$ cat src/rtl/uart_regif_pkg.sv
package uart_regif_pkg;

  localparam int unsigned BYTE_W = 8;
  localparam int unsigned OFF_W  = 3;
  localparam int unsigned SRC_N  = 2;   // interrupt sources: 0 receive, 1 transmit

  typedef enum logic [OFF_W-1:0] {
    OFF_DATA = 3'd0,
    OFF_IEN  = 3'd1,
    OFF_IDN  = 3'd2,
    OFF_LCTL = 3'd3,
    OFF_MCTL = 3'd4,
    OFF_LSTS = 3'd5,
    OFF_MSTS = 3'd6,
    OFF_SCR  = 3'd7
  } reg_off_e;

  localparam int unsigned SRC_RX   = 0;  // also the enable bit position
  localparam int unsigned SRC_TX   = 1;
  localparam int unsigned BANK_BIT = 7;  // line control bit switching offsets 0/1
  localparam int unsigned IEN_KEEP = 4;  // stored enable bits
  localparam int unsigned MCTL_KEEP = 5; // stored modem control bits

  localparam logic [BYTE_W-1:0] IDN_NONE = 8'h01;
  localparam logic [BYTE_W-1:0] IDN_TX   = 8'h02;
  localparam logic [BYTE_W-1:0] IDN_RX   = 8'h04;
  localparam logic [BYTE_W-1:0] LSTS_IDLE = 8'h60; // holding empty + shifter empty

endpackage

$ cat src/rtl/uart_irq_delay.sv
module uart_irq_delay #(
  parameter int unsigned DELAY_CYC = 45
) (
  input  logic clk,
  input  logic rst_n,
  input  logic sched_i,
  input  logic cancel_i,
  output logic fire_o
);
  localparam int unsigned CNT_W = $clog2(DELAY_CYC + 1);

  logic [CNT_W-1:0] cnt_q, cnt_d;
  logic             cnt_en;

  always_comb begin
    cnt_d = cnt_q;
    if (sched_i)
      cnt_d = CNT_W'(DELAY_CYC);
    else if (cancel_i)
      cnt_d = '0;
    else if (cnt_q != '0)
      cnt_d = cnt_q - CNT_W'(1);
  end

  assign cnt_en = sched_i | cancel_i | (cnt_q != '0);
  assign fire_o = (cnt_q == CNT_W'(1)) & ~sched_i & ~cancel_i;

  always_ff @(posedge clk or negedge rst_n) begin
    if (!rst_n)
      cnt_q <= '0;
    else if (cnt_en)
      cnt_q <= cnt_d;
  end

endmodule

$ cat src/rtl/uart_bank_regs.sv
module uart_bank_regs
  import uart_regif_pkg::*;
(
  input  logic              clk,
  input  logic              rst_n,
  input  logic              wr_i,
  input  logic [OFF_W-1:0]  off_i,
  input  logic [BYTE_W-1:0] wdata_i,
  output logic [BYTE_W-1:0] lctl_o,
  output logic [BYTE_W-1:0] ien_o,
  output logic [BYTE_W-1:0] mctl_o,
  output logic [BYTE_W-1:0] div_lo_o,
  output logic [BYTE_W-1:0] div_hi_o,
  output logic              ien_wr_o
);
  logic [BYTE_W-1:0]    lctl_q, div_lo_q, div_hi_q;
  logic [IEN_KEEP-1:0]  ien_q;
  logic [MCTL_KEEP-1:0] mctl_q;
  logic bank;
  logic lctl_en, ien_en, mctl_en, dlo_en, dhi_en;

  assign bank    = lctl_q[BANK_BIT];
  assign lctl_en = wr_i && (off_i == OFF_LCTL);
  assign mctl_en = wr_i && (off_i == OFF_MCTL);
  assign ien_en  = wr_i && (off_i == OFF_IEN)  && !bank;
  assign dlo_en  = wr_i && (off_i == OFF_DATA) &&  bank;
  assign dhi_en  = wr_i && (off_i == OFF_IEN)  &&  bank;

  always_ff @(posedge clk or negedge rst_n) begin
    if (!rst_n) begin
      lctl_q   <= '0;
      ien_q    <= '0;
      mctl_q   <= '0;
      div_lo_q <= '0;
      div_hi_q <= '0;
    end else begin
      if (lctl_en) lctl_q   <= wdata_i;
      if (ien_en)  ien_q    <= wdata_i[IEN_KEEP-1:0];
      if (mctl_en) mctl_q   <= wdata_i[MCTL_KEEP-1:0];
      if (dlo_en)  div_lo_q <= wdata_i;
      if (dhi_en)  div_hi_q <= wdata_i;
    end
  end

  assign lctl_o   = lctl_q;
  assign ien_o    = {{(BYTE_W-IEN_KEEP){1'b0}}, ien_q};
  assign mctl_o   = {{(BYTE_W-MCTL_KEEP){1'b0}}, mctl_q};
  assign div_lo_o = div_lo_q;
  assign div_hi_o = div_hi_q;
  assign ien_wr_o = ien_en;

endmodule

$ cat src/rtl/uart_regif.sv
module uart_regif
  import uart_regif_pkg::*;
#(
  parameter int unsigned ADDR_W    = 4,
  parameter int unsigned DELAY_CYC = 45,
  parameter logic [7:0]  MSR_VALUE = 8'hB0
) (
  input  logic              clk,
  input  logic              rst_n,
  input  logic [ADDR_W-1:0] bus_addr,
  input  logic              bus_rd,
  input  logic              bus_wr,
  input  logic [7:0]        bus_wdata,
  output logic [7:0]        bus_rdata,
  output logic              bus_err,
  input  logic              con_rx_valid,
  input  logic [7:0]        con_rx_data,
  output logic              con_rx_pop,
  output logic              con_tx_push,
  output logic [7:0]        con_tx_data,
  output logic              irq
);
  logic              in_range, rd_ok, wr_ok, bank;
  logic [OFF_W-1:0]  off;
  logic [BYTE_W-1:0] lctl, ien, mctl, div_lo, div_hi, idn_val, rd_mux;
  logic              ien_wr, data_rd, data_wr, idn_rd;
  logic [SRC_N-1:0]  sched, cancel, fire;
  logic [SRC_N-1:0]  st_q, st_d, st_clr;
  logic              irq_q, irq_d, irq_set, irq_clr;
  logic              recheck_q, rearm;

  assign in_range = (bus_addr >> OFF_W) == '0;
  assign off      = bus_addr[OFF_W-1:0];
  assign rd_ok    = bus_rd && in_range;
  assign wr_ok    = bus_wr && in_range;
  assign bus_err  = (bus_rd || bus_wr) && !in_range;

  uart_bank_regs u_regs (
    .clk      (clk),
    .rst_n    (rst_n),
    .wr_i     (wr_ok),
    .off_i    (off),
    .wdata_i  (bus_wdata),
    .lctl_o   (lctl),
    .ien_o    (ien),
    .mctl_o   (mctl),
    .div_lo_o (div_lo),
    .div_hi_o (div_hi),
    .ien_wr_o (ien_wr)
  );

  assign bank    = lctl[BANK_BIT];
  assign data_rd = rd_ok && (off == OFF_DATA) && !bank;
  assign data_wr = wr_ok && (off == OFF_DATA) && !bank;
  assign idn_rd  = rd_ok && (off == OFF_IDN);

  assign con_rx_pop  = data_rd && con_rx_valid;
  assign con_tx_push = data_wr;
  assign con_tx_data = bus_wdata;

  // one-cycle look at the console after a pop
  assign rearm = recheck_q && con_rx_valid && ien[SRC_RX];

  always_comb begin
    sched[SRC_RX]  = (ien_wr && bus_wdata[SRC_RX] && con_rx_valid) || rearm;
    cancel[SRC_RX] = ien_wr && !bus_wdata[SRC_RX];
    sched[SRC_TX]  = (ien_wr && bus_wdata[SRC_TX]) || (data_wr && ien[SRC_TX]);
    cancel[SRC_TX] = ien_wr && !bus_wdata[SRC_TX];
  end

  for (genvar g = 0; g < SRC_N; g++) begin : g_src
    uart_irq_delay #(.DELAY_CYC(DELAY_CYC)) u_dly (
      .clk      (clk),
      .rst_n    (rst_n),
      .sched_i  (sched[g]),
      .cancel_i (cancel[g]),
      .fire_o   (fire[g])
    );
  end

  // status and interrupt line next state
  always_comb begin
    st_clr[SRC_RX] = data_rd;
    st_clr[SRC_TX] = data_wr || (idn_rd && !st_q[SRC_RX] && st_q[SRC_TX]);
    st_d    = (st_q & ~st_clr) | (fire & ien[SRC_N-1:0]);
    irq_set = |(fire & ien[SRC_N-1:0]);
    irq_clr = data_rd || data_wr ||
              (ien_wr && !(bus_wdata[SRC_RX] && bus_wdata[SRC_TX]));
    irq_d   = (irq_q && !irq_clr) || irq_set;
  end

  always_ff @(posedge clk or negedge rst_n) begin
    if (!rst_n) begin
      st_q      <= '0;
      irq_q     <= 1'b0;
      recheck_q <= 1'b0;
    end else begin
      st_q      <= st_d;
      irq_q     <= irq_d;
      recheck_q <= con_rx_pop;
    end
  end

  assign irq = irq_q;

  always_comb begin
    if (st_q[SRC_RX])      idn_val = IDN_RX;
    else if (st_q[SRC_TX]) idn_val = IDN_TX;
    else                   idn_val = IDN_NONE;
  end

  always_comb begin
    unique case (off)
      OFF_DATA: rd_mux = bank ? div_lo : (con_rx_valid ? con_rx_data : '0);
      OFF_IEN:  rd_mux = bank ? div_hi : ien;
      OFF_IDN:  rd_mux = idn_val;
      OFF_LCTL: rd_mux = lctl;
      OFF_MCTL: rd_mux = mctl;
      OFF_LSTS: rd_mux = LSTS_IDLE | {7'b0, con_rx_valid};
      OFF_MSTS: rd_mux = MSR_VALUE;
      default:  rd_mux = '0;
    endcase
  end

  assign bus_rdata = rd_ok ? rd_mux : '0;

endmodule

$ cat config.mk
export PLATFORM = sky130hd
export DESIGN_NAME = uart_regif
export DESIGN_NICKNAME = d
export VERILOG_FILES = /design/src/rtl/uart_regif_pkg.sv /design/src/rtl/uart_irq_delay.sv /design/src/rtl/uart_bank_regs.sv /design/src/rtl/uart_regif.sv
export SDC_FILE = /design/constraint.sdc
export NUM_CORES = 1
export LEC_CHECK = 0
export ABC_AREA = 1
export ABC_CLOCK_PERIOD_IN_PS = 3550
export BUFFER_PORTS_ARGS = -buffer_cell sky130_fd_sc_hd__buf_2
export CAP_MARGIN = 20
export CORE_ASPECT_RATIO = 1.4
export CORE_MARGIN = 2
export CORE_UTILIZATION = 39
export CTS_BUF_LIST = sky130_fd_sc_hd__clkbuf_2
export CTS_CLUSTER_SIZE = 28
export DETAILED_ROUTE_END_ITERATION = 8
export SKIP_LAST_GASP = 1
export SLEW_MARGIN = 20
export SYNTH_ARGS = -nofsm -noshare
export SYNTH_HDL_FRONTEND = slang
export SYNTH_SLANG_ARGS = --single-unit
$ cat constraint.sdc
create_clock -name clk -period 3.55 [get_ports clk]
set_input_delay 0.71 -clock clk [delete_from_list [all_inputs] [get_ports clk]]
set_output_delay 0.71 -clock clk [all_outputs]
set_load 0.05 [all_outputs]
==> metrics.md <==
| Metric | Value |
|---|---|
| Status | `finished, final reports clean` |
| WL per Instance | `13.5 um` |
| Die ar. | `7970 um2` |
| Core ar. | `6980 um2` |
| Slew Viols, Final | `0` |
| Hpwl dp | `5200 um` |
| Post-CTS Resized | `0` |
| MaxCap Viol Count | `0` |
| Layout area overhead | `10.7%` |
| Crit end category | `primary output` |
| Critical Path RT | `2840 ps` |
| Worst clock skew | `14.7 ps` |
| Reg2Reg Depth | `7` |
| Fin cells | `507` |
| Met1 Use GR | `0.207` |
| Largest area contributor in the netlist | `dfrtp_1` |
| CTS tree | `done` |
| Final hold violations | `0` |
| Row cnt | `36` |
| Max Root-Sink Buffers | `2` |
| Number of synthesized register bits | `49` |
| Worst-Margin Slew | `747 ps` |
| Layout cells sized above 1 | `0.206` |
| DRC violations left | `0` |
| Setup CP Type | `in2out` |
| GPL Wtd Cong | `0.828` |
| Final #Nets | `442` |
| Largest net degree at the start of global routing | `33` |
| Mapped cell area | `2830 um2` |
| Critical Path AT | `2020 ps` |
| Register Area | `1230 um2` |
| Cell Chain, Critical Path | `buf_2 -> inv_2 -> nor3_4 -> nand2_1 -> nand2_1 -> nor3_1 -> nor2_1 -> buf_2` |
| Final worst path period share | `0.770` |
| CP max stage cell | `nor3_4` |
| Setup TNS | `0 ps` |
| First-pass GRT wire length | `11900 um` |
| Pwr dens | `564 nW/um2` |
| YS warnings | `0` |
| Die Y | `105 um` |
| Via count | `2506` |
| Pwr Total | `1770 uW` |
| PortBufs | `44` |
| Final setup vio count | `0` |
| Crit path max fanout | `9` |
| Initial antenna violation count | `0` |
| Synthesized net count | `405` |
| Final instance area | `3140 um2` |
| Total wire length | `6870 um` |
| Setup Fix Bufs, Post-CTS | `0` |
| Post-detailed-route via-to-cell ratio | `4.94` |
| Max Fclk | `366 MHz` |
| Register area share after synthesis | `0.433` |
| Clock Latency Late Sink | `440 ps` |
| Initial Utilization | `0.406` |
| Worst R2R Setup Slack | `1850 ps` |
| Yosys cell types | `30` |
| Placed cell areas | `3070 um2` |
| Number of placed cells counting well taps | `499` |
| Clk sinks | `49` |
| Cell family with most CP delay | `simple AND/OR/NAND/NOR gates` |
| Synth top area share | `0.433` |
| RSZ-0062 raised after global routing | `no` |
| Total track usage | `0.185` |
| Critical R2R Launch | `u_regs.lctl_o[7]` |
| Leakage power total | `0.00166 uW` |
| R2R Path End | `g_src[1].u_dly.cnt_q[3]` |
| Die width | `76.0 um` |
| Grt ovf | `0` |
| Drt pass-1 iters | `4` |
| Slew HR | `0.502` |
| VDD IR max | `0.206 mV` |
| Worst hold-check path type | `in2async` |
| Inserted Diodes | `0` |
| Antenna Nets Post-Route | `0` |
| Hold_buf cts | `0` |
| Area of the multi-input gates | `1340 um2` |
| Met3 usage | `0.0276` |
| Worst path max stage delay | `400 ps` |
| Worst Path Buf+Inv | `3` |
| Startpoint types | `input pin` |
| Met2 Use GR | `0.357` |
| Cells after Synth | `374` |
| Synth Area per Inst | `7.58 um2` |
| Top cells by area, synth | `dfrtp_1 (43%), nand2_1 (15%), nand3_1 (6.0%)` |
| Vias in the first global route | `2567` |
| CTS H-tree lvls | `2` |
| Worst-path clk slew | `240 ps` |
| Most crowded layer after global routing | `met2` |
| Iter 0 DRT Violations | `69` |
| I/O pins | `45` |
| CTS buffer count | `5` |
| Post-layout minimum cycle time | `2730 ps` |
| FILL cells | `759` |
| Root buffer cell | `clkbuf_2` |
[worst register-to-register path: cells and delay by family, from the launching register on]
kind	cells	cell delay [ps]
buf+inv	2	350
flops	1	440
compound gates	1	70
simple gates	4	800
[layer usage]
layer / wire length (um) / share of wire / vias to the layer above
li1: - / - / 1265
met1: 2850 / 0.42 / 1192
met2: 3710 / 0.54 / 41
met3: 204 / 0.030 / 8
met4: 98 / 0.014 / 0
met5: 0 / 0 / -
[synth_stat cells]
library cell,count
xnor2_1,2
o21ai_2,8
nor3_1,4
buf_6,2
nand3_2,1
ha_1,6
inv_2,8
inv_1,29
xor2_1,5
buf_4,11
nor2_4,2
nand2_2,9
o211ai_1,1
nor2_1,32
clkinv_1,1
nand4_1,5
dfrtp_1,49
nand2_4,1
and2_1,1
o21bai_1,1
o21ai_0,8
a21oi_1,5
clkbuf_1,2
nand3_1,34
a31oi_1,1
buf_2,1
inv_4,1
o21ai_1,28
nand2_1,114
nor3_4,2
[state kept, by name (all words and copies together), names as in the netlist]
register,cells
u_regs.mctl_q,5
irq,1
u_regs.div_hi_o,8
g_src.u_dly.cnt_q,12
st_q,2
u_regs.lctl_o,8
u_regs.ien_q,4
u_regs.div_lo_o,8
recheck_q,1
[through the flow]
step                setup WS, ps  utilization  hold WS [ps]
floorplan                    783            -           414
global placement             847        0.440           467
detailed placement           815        0.440           472
CTS                          798        0.449           305
global route                 736        0.449           293
finish                       818        0.449           291
[area by class of cell]
class | count | area share
Clock buffer | 5 | 0.00798
Inverter | 39 | 0.0475
Sequential cell | 49 | 0.391
Clock inverter | 3 | 0.0132
Timing Repair Buffer | 46 | 0.0750
Multi-Input combinational cell | 270 | 0.428
Tap cell | 95 | 0.0379
[cells by family (layout without fill, tap and decap cells)]
group	count (synthesis)	in the layout	share of synthesized area
compound gates	52	52	0.105
xor+xnor	7	7	0.0216
fa+ha+maj	6	6	0.0265
buf+inv	55	93	0.0940
flops	49	49	0.433
simple gates	205	205	0.321
[cells in the final DEF, fill, tap and decap left out, types with 6 or more instances in the layout]
cell type	count
inv_1	29
nor2_1	32
dfrtp_1	49
buf_2	44
inv_2	8
ha_1	6
o21ai_1	28
nand3_1	34
nand2_2	9
o21ai_0	8
o21ai_2	8
nand2_1	114
[how the worst max path moves through the flow]
stage	startpoint	end	slack, ps	depth (start not counted)
final	bus_addr[1]	bus_rdata[2]	820	8
after detailed placement	bus_addr[1]	bus_rdata[2]	820	8
after global placement	bus_addr[1]	bus_rdata[2]	850	8
after floorplan	con_rx_valid	bus_rdata[6]	780	5
after global routing	bus_addr[0]	bus_rdata[2]	740	8
after CTS	bus_addr[1]	bus_rdata[2]	800	8
[power breakdown]
part / switching [uW] / internal [uW]
clock network: 184 / 116
logic: 390 / 241
registers: 118 / 718
total: 692 / 1080
(Power assumes the default switching activity.)
